[src/rtl/gainSerialPkg.sv]
package gainSerialPkg;
  localparam int WORD_W = 8;
  localparam int NIB_W  = 4;

  typedef struct packed {
    logic load;     // begin frame: capture word and fine code
    logic clkRise;  // raise serial clock
    logic shift;    // drop clock, present next bit
    logic finish;   // drop clock, release enable
  } ctrlStrobe_t;

  function automatic logic [WORD_W-1:0] decodeUpper(input logic [NIB_W-1:0] n);
    logic [WORD_W-1:0] w;
    if (n == '0) w = '0;
    else if (int'(n) > WORD_W) w = WORD_W'(1) << (WORD_W - 1);
    else w = WORD_W'(1) << (int'(n) - 1);
    return w;
  endfunction
endpackage

[src/rtl/gainSerialCtrl.sv]
module gainSerialCtrl
  import gainSerialPkg::*;
#(
  parameter int CLK_DIV = 8
) (
  input  logic        clk,
  input  logic        rstN,
  input  logic        changeReq,
  output ctrlStrobe_t strobe,
  output logic        busy
);
  localparam int HALF  = CLK_DIV / 2;
  localparam int CNT_W = $clog2(CLK_DIV);
  localparam int BIT_W = $clog2(WORD_W);

  typedef enum logic {ST_IDLE, ST_SHIFT} state_t;
  state_t stateQ;
  logic [CNT_W-1:0] phaseCnt;
  logic [BIT_W-1:0] bitIdx;
  logic pendingQ;
  logic lastPhase;

  always_comb begin
    lastPhase      = (stateQ == ST_SHIFT) && (phaseCnt == CNT_W'(CLK_DIV - 1));
    strobe.load    = (stateQ == ST_IDLE) && pendingQ;
    strobe.clkRise = (stateQ == ST_SHIFT) && (phaseCnt == CNT_W'(HALF - 1));
    strobe.shift   = lastPhase && (bitIdx != BIT_W'(WORD_W - 1));
    strobe.finish  = lastPhase && (bitIdx == BIT_W'(WORD_W - 1));
  end

  assign busy = (stateQ == ST_SHIFT);

  always_ff @(posedge clk or negedge rstN) begin
    if (!rstN) begin
      stateQ   <= ST_IDLE;
      phaseCnt <= '0;
      bitIdx   <= '0;
      pendingQ <= 1'b0;
    end else begin
      pendingQ <= (pendingQ && !strobe.load) || changeReq;
      if (strobe.load) begin
        stateQ   <= ST_SHIFT;
        phaseCnt <= '0;
        bitIdx   <= '0;
      end else if (stateQ == ST_SHIFT) begin
        if (lastPhase) begin
          phaseCnt <= '0;
          bitIdx   <= bitIdx + 1'b1;
          if (strobe.finish) stateQ <= ST_IDLE;
        end else begin
          phaseCnt <= phaseCnt + 1'b1;
        end
      end
    end
  end

  // a held request always becomes a frame on the next edge
  assert_pending_start_R6: assert property (@(posedge clk) disable iff (!rstN)
    (stateQ == ST_IDLE && pendingQ) |=> busy);
  // phase counter never leaves its bit window
  assert_phase_range_R8: assert property (@(posedge clk) disable iff (!rstN)
    busy |-> (int'(phaseCnt) < CLK_DIV));
  // at most one datapath action per cycle
  assert_strobe_excl_R7: assert property (@(posedge clk) disable iff (!rstN)
    $onehot0({strobe.load, strobe.clkRise, strobe.shift, strobe.finish}));
endmodule

[src/rtl/gainSerialPath.sv]
module gainSerialPath
  import gainSerialPkg::*;
#(
  parameter int PROFILES = 2,
  parameter int PROF_W   = 1
) (
  input  logic              clk,
  input  logic              rstN,
  input  logic              gainWe,
  input  logic [PROF_W-1:0] gainWeIdx,
  input  logic [WORD_W-1:0] gainWeData,
  input  logic [PROF_W-1:0] profileSel,
  input  logic              altMode,
  input  logic [NIB_W-1:0]  dacFineIn,
  input  ctrlStrobe_t       strobe,
  output logic              changeReq,
  output logic              caClk,
  output logic              caData,
  output logic              caEnN,
  output logic [NIB_W-1:0]  dacFine
);
  logic [WORD_W-1:0] gainRegs [PROFILES];
  logic [WORD_W-1:0] activeGain, prevGain, nextWord, shiftReg;
  logic [PROF_W-1:0] prevProf;
  logic [NIB_W-1:0]  nextFine;

  always_ff @(posedge clk or negedge rstN) begin
    if (!rstN) begin
      for (int i = 0; i < PROFILES; i++) gainRegs[i] <= '0;
    end else if (gainWe && (int'(gainWeIdx) < PROFILES)) begin
      gainRegs[gainWeIdx] <= gainWeData;
    end
  end

  always_comb begin
    activeGain = '0;
    if (int'(profileSel) < PROFILES) activeGain = gainRegs[profileSel];
    changeReq = (activeGain != prevGain) || (profileSel != prevProf);
    nextWord  = altMode ? decodeUpper(activeGain[WORD_W-1 -: NIB_W]) : activeGain;
    nextFine  = altMode ? activeGain[NIB_W-1:0] : dacFineIn;
  end

  always_ff @(posedge clk or negedge rstN) begin
    if (!rstN) begin
      prevGain <= '0;
      prevProf <= '0;
      shiftReg <= '0;
      caClk    <= 1'b0;
      caData   <= 1'b0;
      caEnN    <= 1'b1;
      dacFine  <= '0;
    end else begin
      prevGain <= activeGain;
      prevProf <= profileSel;
      if (strobe.load) begin
        shiftReg <= nextWord;
        caData   <= nextWord[WORD_W-1];
        caEnN    <= 1'b0;
        dacFine  <= nextFine;
      end
      if (strobe.clkRise) caClk <= 1'b1;
      if (strobe.shift) begin
        shiftReg <= shiftReg << 1;
        caData   <= shiftReg[WORD_W-2];
        caClk    <= 1'b0;
      end
      if (strobe.finish) begin
        caClk  <= 1'b0;
        caData <= 1'b0;
        caEnN  <= 1'b1;
      end
    end
  end

  // link idles with clock low whenever enable is released
  assert_idle_clock_R7: assert property (@(posedge clk) disable iff (!rstN)
    caEnN |-> !caClk);
  // data holds while the serial clock stays high
  assert_data_hold_R7: assert property (@(posedge clk) disable iff (!rstN)
    (caClk && $past(caClk)) |-> $stable(caData));
endmodule

[src/rtl/gainSerialTx.sv]
module gainSerialTx
  import gainSerialPkg::*;
#(
  parameter int CLK_DIV  = 8,
  parameter int PROFILES = 2,
  localparam int PROF_W  = (PROFILES > 1) ? $clog2(PROFILES) : 1
) (
  input  logic              clk,
  input  logic              rstN,
  input  logic              gainWe,
  input  logic [PROF_W-1:0] gainWeIdx,
  input  logic [7:0]        gainWeData,
  input  logic [PROF_W-1:0] profileSel,
  input  logic              altMode,
  input  logic [3:0]        dacFineIn,
  output logic              caClk,
  output logic              caData,
  output logic              caEnN,
  output logic              busy,
  output logic [3:0]        dacFine
);
  ctrlStrobe_t strobe;
  logic changeReq;

  gainSerialCtrl #(.CLK_DIV(CLK_DIV)) ctrl (
    .clk(clk), .rstN(rstN), .changeReq(changeReq), .strobe(strobe), .busy(busy)
  );

  gainSerialPath #(.PROFILES(PROFILES), .PROF_W(PROF_W)) path (
    .clk(clk), .rstN(rstN), .gainWe(gainWe), .gainWeIdx(gainWeIdx),
    .gainWeData(gainWeData), .profileSel(profileSel), .altMode(altMode),
    .dacFineIn(dacFineIn), .strobe(strobe), .changeReq(changeReq),
    .caClk(caClk), .caData(caData), .caEnN(caEnN), .dacFine(dacFine)
  );

  initial begin
    if (CLK_DIV < 4) $error("CLK_DIV must be at least 4");
  end

  // busy flag and enable line agree
  assert_busy_enable_R9: assert property (@(posedge clk) disable iff (!rstN)
    busy == !caEnN);
  // fine code frozen across a frame
  assert_fine_hold_R3: assert property (@(posedge clk) disable iff (!rstN)
    (busy && $past(busy)) |-> $stable(dacFine));
endmodule

[config.mk]
export PLATFORM = sky130hd
export DESIGN_NAME = gainSerialTx
export DESIGN_NICKNAME = d
export VERILOG_FILES = /design/src/rtl/gainSerialPkg.sv /design/src/rtl/gainSerialCtrl.sv /design/src/rtl/gainSerialPath.sv /design/src/rtl/gainSerialTx.sv
export SDC_FILE = /design/constraint.sdc
export NUM_CORES = 1
export LEC_CHECK = 0
export ABC_AREA = 1
export BUFFER_PORTS_ARGS = -buffer_cell sky130_fd_sc_hd__buf_4
export CORE_MARGIN = 2
export CORE_UTILIZATION = 30
export CTS_BUF_LIST = sky130_fd_sc_hd__clkbuf_4 sky130_fd_sc_hd__clkbuf_8
export CTS_CLUSTER_SIZE = 20
export DETAILED_ROUTE_END_ITERATION = 10
export PLACE_DENSITY_LB_ADDON = 0.1
export SKIP_CTS_REPAIR_TIMING = 1
export SYNTH_ARGS = -nofsm -noshare
export SYNTH_HDL_FRONTEND = slang
export SYNTH_SLANG_ARGS = --single-unit
[constraint.sdc]
create_clock -name clk -period 1.75 [get_ports clk]
set_input_delay 0 -clock clk [delete_from_list [all_inputs] [get_ports clk]]
set_output_delay 0 -clock clk [all_outputs]
set_load 0.02 [all_outputs]
==> results of run 1 <==
## critical path, delay by kind of cell (launching register included)
family / cells / cell delay (ps)
buffers and inverters: 2 / 150
AOI/OAI and AO/OA: 1 / 90
and+or+nand+nor: 5 / 420
DFF: 1 / 400
adders and majority gates: 2 / 440
## placed cells by master, fill, tap and decap left out, types with 2 or more instances in the layout
cell type      count
buf_4             31
nand2_1           77
clkbuf_8           5
bufinv_16          2
inv_1             37
xnor2_1            3
o21ai_1            4
a22o_1             3
nand3_1            6
nand2_2            6
o22ai_1            4
ha_1               5
o21ai_2            2
o21a_1             2
a21oi_1           15
o21ai_0           28
dfrtp_1           46
nand4_1            3
dlygate4sd3_1     11
nor2_1            14
inv_2              4
## power by group through the flow
stage          Clock (mW)  Sequential (mW)  Combinational, mW
2_1_floorplan           0             1.23              0.247
3_3_place_gp            0             1.23              0.400
3_5_place_dp            0             1.23              0.397
4_1_cts             0.986             1.21              0.398
5_1_grt              1.04             1.22              0.488
6_report            0.964             1.21              0.421
## stage by stage
stage | util [%] | cells
3_3_place_gp | 35.72 | 401
3_5_place_dp | 35.72 | 401
5_1_grt | 39.57 | 420
6_report | 39.57 | 420
2_1_floorplan | - | 276
4_1_cts | 37.59 | 409
## final timing paths
path | endpoint | slack, ps | cells past startpoint
max | path.caData$_DFFE_PN0P_ | 140 | 10
min | path.gainRegs[3]$_DFFE_PN0P_ | -20 | 3
max reg2reg | path.caData$_DFFE_PN0P_ | 140 | 10
min reg2reg | path.caEnN$_DFFE_PN1P_ | 470 | 2
max in group asynchronous | path.dacFine[3]$_DFFE_PN0P_ | 1090 | 2
min in group asynchronous | path.gainRegs[8]$_DFFE_PN0P_ | 240 | 2
## sequential cells by signal, indices dropped and copies added (netlist names)
signal	cells
path.shiftReg	7
ctrl.busy	1
path.dacFine	4
path.prevProf	1
path.caEnN	1
ctrl.bitIdx	3
path.prevGain	8
ctrl.pendingQ	1
path.caData	1
ctrl.phaseCnt	3
path.gainRegs	16
path.caClk	1
## cells by family (layout without fill, tap and decap cells)
kind of cell / count (synthesis) / in the layout / share of synthesized area [%]
DFF: 47 / 47 / 51.70
AOI/OAI and AO/OA: 62 / 62 / 15.49
and+or+nand+nor: 112 / 112 / 20.33
xor gates and xnor gates: 3 / 3 / 1.154
adders and majority gates: 6 / 6 / 3.297
buffers and inverters: 46 / 91 / 8.022
## synthesized netlist by cell type (all sizes together)
master,count
nand2,83
dfrtp,46
inv,41
o21ai,35
a21oi,16
nor2,16
nand3,7
ha,6
o22ai,4
a22o,3
clkbuf,3
nand4,3
xnor2,3
buf,2
o21a,2
and2,1
dfstp,1
nor3,1
o2111a,1
o32ai,1
or2,1
## routing by layer
metal / track usage, % / vias to the layer above / wire [um]
li1: - / 971 / -
met1: 18.45 / 868 / 2610
met2: 21.73 / 25 / 2365
met3: 3.071 / 6 / 140
met4: 3.914 / 0 / 51
met5: 0 / - / 0
## layout make-up
| cell class | instances | area (sq um) |
|---|---|---|
| timing repair buffer | 42 | 342.8 |
| inverter | 41 | 153.9 |
| clock inverter | 3 | 67.56 |
| multi-input combinational | 183 | 950.9 |
| fill | 788 | 4407 |
| tap | 99 | 123.9 |
| sequential | 47 | 1177 |
| clock buffer | 5 | 68.82 |
==> flow_summary.yaml, run 1 <==
outcome:
  status: "finished with violations"
  violations: "negative hold slack"
clocking:
  cts_tree: "built"
  cts_inserted_buffers: 5
  h-tree-depth: 2
  cts.path.max_buffers: 2
  clock_latency_ps: 300
  clkSlewWorstSetupHoldPaths_ps: 100
  clock-sinks: 47
  root_buffer: "clkbuf_8"
cells_and_area:
  drive_gt1_share_pct: 18.38
  area_delta_synth_final_pct: 26.70
  num_antenna_cells: 0
  final_net_count: 344
  fin_area_sq_um: 2885
worst_setup_path:
  critPathLaunch: "ctrl.phaseCnt[0]$_DFFE_PN0P_"
  cp-start-kind: "flop"
  worstPathCellList: "ha_1 -> ha_1 -> nand2_2 -> nor2_4 -> nor2_1 -> inv_2 -> o21ai_0 -> inv_1 -> nand2_1 -> nand2_1"
  worst-path-max-fanout: 7
  cpMaxStageDelayCell: "dfrtp_1"
  cp.required_ps: 1950
  rr_startpoint: "ctrl.phaseCnt[0]$_DFFE_PN0P_"
  arrival_ps: 1800
  cp_slowest_stage_delay_ps: 400
  critical_path_class: "flop to flop"
  endpoint_kind: "flop"
pwr:
  combPwrFrac_pct: 16.2
  p_sw_share_pct: 26.66
  p_sw_uw: 692.2
  sequentialPowerShare_pct: 46.6
  p_total_mw: 2.597
  peakVddDrop_mv: 0.4126
  p_per_area_nw_per_um2: 900.0
  p_int_mw: 1.905
  power_leakage_nw: 1.494
  clockPowerShare_pct: 37.1
timing:
  setup_viol: 0
  skew_ps: 8.307
  finalCritPeriodShare_pct: 91.75
  fin_tns_setup_ps: 0
  timing.slew.headroom_pct: 58.78
  grt_setup_unrepaired: "true"
  finalHoldViolations: 6
  fmax_ghz: 0.6228
  finalMaxSlewViolations: 0
  worst_slew_pin_slew_ps: 618.3
  fin_ws_ps: 144.4
  whs_ps: -24.90
  fin_crit_ps: 1606
floorplan:
  io_pins: 26
  start_util_pct: 31.23
  die-area_sq_um: 8304
  coreArea_sq_um: 7292
  die_x_um: 91.13
  row_count: 31
  die_height_um: 91.13
detailed_routing:
  routed_wl_um: 5167
  first_pass_iters: 6
  num_vias: 1870
  drc_errors: 0
  routed_via_density: 4.452
  ant_nets: 0
  drtIter0Drc: 87
  avgRoutedWirePerCell_um: 12.30
global_route:
  grt_pass1_vias: 1855
  grt_usage_pct: 13.58
  overflow: 0
  grt_pass1_wl_um: 9114
  antenna_found_initial: 0
  grt_max_degree: 48
placed_design:
  routabilityCongestion: 0.8131
  place_ws_ps: 70.98
  dp_hpwl_um: 3668
  io_buffers: 25
  post_dp_cell_area_sq_um: 2605
synth:
  syn_inst: 276
  yosysSeqAreaShare_pct: 51.70
  syn_area_sq_um: 2277
  synth_top_area_cell: "dfrtp_1"
  synth_cell_types: 29
  synth_fp_nets: 300
  yosysWarningCount: 0
  avgSynthCellArea_sq_um: 8.251
  synthTopCellsByArea: "dfrtp_1 51%, nand2_1 13%, inv_1 6.3%"
  yosysTopAreaCellShare_pct: 50.55
  ys_ff_latch: 47
hold_path:
  hold_path.class: "input port to flop"
  hp-start: "gainWeData[3]"
run:
  max_cap_violations: 0
Note: power is estimated with default switching activity, not from simulation.
==> run 2: changes to the inputs <==
==> constraint.sdc (replaced) <==
create_clock -name clk -period 1.75 [get_ports clk]
set_input_delay 0.35 -clock clk [delete_from_list [all_inputs] [get_ports clk]]
set_output_delay 0.35 -clock clk [all_outputs]
set_load 0.02 [all_outputs]
==> flow_summary.yaml, run 2 (synthesized netlist as in run 1, its figures left out) <==
outcome:
  status: "complete, no violations"
detailed_routing:
  first_pass_iters: 4
  drc_errors: 0
  avgRoutedWirePerCell_um: 12.25
  num_vias: 1813
  routed_wl_um: 5060
  drtIter0Drc: 110
  routed_via_density: 4.390
  ant_nets: 0
pwr:
  combPwrFrac_pct: 17.5
  power_leakage_nw: 1.445
  p_sw_uw: 658.4
  p_int_mw: 1.639
  peakVddDrop_mv: 0.3306
  clockPowerShare_pct: 29.8
  p_per_area_nw_per_um2: 835.0
  sequentialPowerShare_pct: 52.6
  p_sw_share_pct: 28.66
hold_path:
  hold_path.class: "input port to asynchronous set/reset pin"
worst_setup_path:
  arrival_ps: 1770
  r2r_cells: 8
  critPathLaunch: "ctrl.bitIdx[0]$_DFFE_PN0P_"
  cp-endpoint: "path.caData$_DFFE_PN0P_"
  path_delay_family: "adder cells"
  worst-path-max-fanout: 7
  cp.required_ps: 1940
  reg2reg_setup_slack_ps: 170
  endpoint_kind: "flop"
  crit_cells: 8
  cp_slowest_stage_delay_ps: 400
  reg2reg_to: "path.caData$_DFFE_PN0P_"
  rr_startpoint: "ctrl.bitIdx[0]$_DFFE_PN0P_"
  cp.buffers_inverters: 2
  cp-start-kind: "flop"
  worstPathCellList: "ha_1 -> ha_1 -> nor2_4 -> inv_1 -> o21ai_0 -> inv_1 -> nand2_1 -> nand2_1"
  critical_path_class: "flop to flop"
  cpMaxStageDelayCell: "dfrtp_1"
cells_and_area:
  final_net_count: 337
  drive_gt1_share_pct: 20.70
  final_cell_mix: "77 x nand2_1, 46 x dfrtp_1, 38 x inv_1"
  area_delta_synth_final_pct: 20.82
  fin_area_sq_um: 2751
  layout_commonest_cell: "nand2_1"
  top_regs: "path.gainRegs x16, path.prevGain x8, path.shiftReg x7"
  largest_register_ff_count: 16
  num_antenna_cells: 0
  max_flop_register: "path.gainRegs"
  post-route-util_pct: 37.73
clocking:
  cts.path.max_buffers: 2
  h-tree-depth: 2
  root_buffer: "clkbuf_8"
  cts_inserted_buffers: 5
  cts_tree: "built"
  clkSlewWorstSetupHoldPaths_ps: 90
  clock-sinks: 47
  clock_latency_ps: 300
timing:
  setup_viol: 0
  fmax_ghz: 0.6340
  fin_crit_ps: 1577
  finalCritPeriodShare_pct: 90.12
  worst_slew_pin_slew_ps: 611.1
  skew_ps: 10.42
  finalHoldViolations: 0
  timing.slew.headroom_pct: 59.26
  finalMaxSlewViolations: 0
  grt_setup_unrepaired: "true"
global_route:
  grt_usage_pct: 13.69
  grt_pass1_wl_um: 9011
  antenna_found_initial: 0
  grt_max_degree: 48
  overflow: 0
  grt_pass1_vias: 1872
floorplan:
  coreArea_sq_um: 7292
  die_height_um: 91.13
  row_count: 31
  start_util_pct: 31.23
  io_pins: 26
  die_x_um: 91.13
  die-area_sq_um: 8304
placed_design:
  post_dp_cell_area_sq_um: 2635
  io_buffers: 25
  dp_hpwl_um: 3697
  routabilityCongestion: 0.7928
run:
  max_cap_violations: 0
-- run 2: cell count changes in the layout (fill, tap and decap cells not counted), sizes merged --
cell and change:
bufinv -2, buf +4, clkbuf +2, dlygate4sd3 -11
-- run 2: how the worst min path moves through the flow --
stage,to,slack [ps],cells after the start
3_5_place_dp,path.gainRegs[9]$_DFFE_PN0P_,410,1
4_1_cts,path.gainRegs[0]$_DFFE_PN0P_,80,1
2_1_floorplan,ctrl.bitIdx[0]$_DFFE_PN0P_,50,0
6_report,path.gainRegs[0]$_DFFE_PN0P_,50,1
5_1_grt,path.gainRegs[9]$_DFFE_PN0P_,90,1
3_3_place_gp,path.gainRegs[0]$_DFFE_PN0P_,420,1
-- run 2: power by group through the flow --
| stage | logic [mW] | registers [mW] | clock network [mW] |
|---|---|---|---|
| 2_1_floorplan | 0.247 | 1.23 | 0 |
| 3_3_place_gp | 0.406 | 1.23 | 0 |
| 3_5_place_dp | 0.408 | 1.23 | 0 |
| 4_1_cts | 0.409 | 1.21 | 0.719 |
| 5_1_grt | 0.467 | 1.22 | 0.772 |
| 6_report | 0.403 | 1.21 | 0.685 |
-- run 2: final cells by class --
type / instances / area, sq um
fillers: 792 / 4541
flip-flops and latches: 47 / 1177
multi-input cells: 183 / 942.2
repair buffers: 35 / 262.8
inverters: 41 / 153.9
well taps: 99 / 123.9
clock buffers: 7 / 83.83
clock inverters: 1 / 7.507
-- run 2: stage by stage --
step                TNS [ps]  worst slack, ps  hold slack, ps  power (mW)  std cells
global route          -18.43           -12.68           90.57       2.459        413
global placement           0            25.36           419.6       1.640        405
CTS                        0            119.6           76.73       2.338        413
finish                     0            172.8           45.59       2.297        413
detailed placement         0            23.31           412.8       1.639        405
floorplan                  0            134.1           54.41       1.479        276
-- run 2: worst register-to-register path: cells and delay by family, from the launching register on --
kind | cells | cell delay [ps]
simple gates | 3 | 300
flops | 1 | 400
compound gates | 1 | 160
buf+inv | 2 | 180
fa+ha+maj | 2 | 430
-- run 2: per-layer routing --
layer  global-route usage (%)  vias up  part of all wire [%]
li1                         -      958                     -
met4                    4.672        0                   1.3
met5                        0        -                     0
met1                    19.23      829                    52
met2                    20.12       22                    44
met3                    3.983        4                   2.4
==> run 3: changes to the inputs <==
--- a/config.mk
+++ b/config.mk
@@ -12,7 +12,9 @@
 export CTS_BUF_LIST = sky130_fd_sc_hd__clkbuf_4 sky130_fd_sc_hd__clkbuf_8
 export CTS_CLUSTER_SIZE = 20
 export DETAILED_ROUTE_END_ITERATION = 10
+export GPL_ROUTABILITY_DRIVEN = 0
 export PLACE_DENSITY_LB_ADDON = 0.1
+export REMOVE_ABC_BUFFERS = 1
 export SKIP_CTS_REPAIR_TIMING = 1
 export SYNTH_ARGS = -nofsm -noshare
 export SYNTH_HDL_FRONTEND = slang
==> flow_summary.yaml, run 3 (synthesized netlist as in run 1, its figures left out) <==
outcome:
  status: "complete, no violations"
global_route:
  grt_pass1_wl_um: 8411
  grt_max_degree: 48
  antenna_found_initial: 0
  overflow: 0
  grt_usage_pct: 12.65
  grt_pass1_vias: 1790
pwr:
  peakVddDrop_mv: 0.3165
  power_leakage_nw: 1.460
  p_per_area_nw_per_um2: 836.4
detailed_routing:
  avgRoutedWirePerCell_um: 11.74
  num_vias: 1807
  drtIter0Drc: 66
  routed_wl_um: 4860
  first_pass_iters: 4
  routed_via_density: 4.365
  ant_nets: 0
  drc_errors: 0
worst_setup_path:
  rr_startpoint: "ctrl.phaseCnt[0]$_DFFE_PN0P_"
  cp_slowest_stage_delay_ps: 390
  path_delay_family: "adder cells"
  cp.buffers_inverters: 2
  endpoint_kind: "flop"
  arrival_ps: 1750
  cp-endpoint: "path.caData$_DFFE_PN0P_"
  cpMaxStageDelayCell: "dfrtp_1"
  worstPathCellList: "ha_1 -> ha_1 -> nand2_2 -> nor2_4 -> nor2_2 -> inv_2 -> o21ai_0 -> inv_1 -> nand2_1 -> nand2_1"
  crit_cells: 10
  cp.required_ps: 1940
  critPathLaunch: "ctrl.phaseCnt[0]$_DFFE_PN0P_"
  cp-start-kind: "flop"
  worst-path-max-fanout: 7
  r2r_cells: 10
  reg2reg_setup_slack_ps: 190
  reg2reg_to: "path.caData$_DFFE_PN0P_"
  critical_path_class: "flop to flop"
clocking:
  h-tree-depth: 2
  cts_tree: "built"
  clock-sinks: 47
  clock_latency_ps: 300
  root_buffer: "clkbuf_8"
  clkSlewWorstSetupHoldPaths_ps: 80
  cts.path.max_buffers: 2
  cts_inserted_buffers: 5
timing:
  finalCritPeriodShare_pct: 89.00
  grt_setup_unrepaired: "false"
  finalMaxSlewViolations: 0
  fin_crit_ps: 1557
  timing.slew.headroom_pct: 57.92
  fin_ws_ps: 192.6
  finalHoldViolations: 0
  fin_tns_setup_ps: 0
  worst_slew_pin_slew_ps: 631.2
  setup_viol: 0
  skew_ps: 7.624
  fmax_ghz: 0.6421
hold_path:
  hold_path.class: "input port to asynchronous set/reset pin"
placed_design:
  io_buffers: 25
  place_ws_ps: 62.89
  post_dp_cell_area_sq_um: 2643
  dp_hpwl_um: 3552
floorplan:
  start_util_pct: 31.23
  die_height_um: 91.13
  die-area_sq_um: 8304
  coreArea_sq_um: 7292
  row_count: 31
  die_x_um: 91.13
  io_pins: 26
cells_and_area:
  drive_gt1_share_pct: 20.00
  area_delta_synth_final_pct: 20.82
  largest_register_ff_count: 16
  layout_commonest_cell: "nand2_1"
  fin_area_sq_um: 2751
  top_regs: "path.gainRegs x16, path.prevGain x8, path.shiftReg x7"
  max_flop_register: "path.gainRegs"
  final_net_count: 338
  num_antenna_cells: 0
  final_cell_mix: "77 x nand2_1, 46 x dfrtp_1, 38 x inv_1"
run:
  max_cap_violations: 0
run 3: how the worst min path moves through the flow:
stage / cells past startpoint / start / end
floorplan: 0 / rstN / ctrl.bitIdx[0]$_DFFE_PN0P_
global placement: 1 / rstN / ctrl.bitIdx[1]$_DFFE_PN0P_
detailed placement: 1 / rstN / ctrl.bitIdx[1]$_DFFE_PN0P_
CTS: 1 / rstN / path.prevGain[7]$_DFF_PN0_
global route: 1 / rstN / path.dacFine[2]$_DFFE_PN0P_
finish: 1 / rstN / ctrl.bitIdx[0]$_DFFE_PN0P_
run 3: layout make-up:
cell class	instances	area, sq um
Fill cell	815	4541
Timing Repair Buffer	36	270.3
Multi-Input combinational cell	183	934.6
Clock buffer	8	91.34
Inverter	41	153.9
Sequential cell	47	1177
Tap cell	99	123.9
run 3: layer usage:
layer	part of all wire, %	track usage, %	vias up
met1	51	17.57	811
met3	4.0	2.739	7
met5	0	0	-
met2	43	19.26	33
li1	-	-	956
met4	1.4	4.924	0
run 3: metrics by stage:
stage               instances  util [%]  hold slack [ps]  total power, mW
global placement          406     36.24            416.2            1.629
detailed placement        406     36.24            413.5            1.628
floorplan                 271         -            54.41            1.469
finish                    414     37.73            43.40            2.301
CTS                       414     37.49            81.82            2.336
global route              414     37.73            107.5            2.438
run 3: power breakdown:
group	switching, mW	total, mW	internal (mW)
logic	0.243	0.397	0.154
registers	0.0445	1.21	1.17
clock network	0.362	0.694	0.331
total	0.650	2.30	1.65
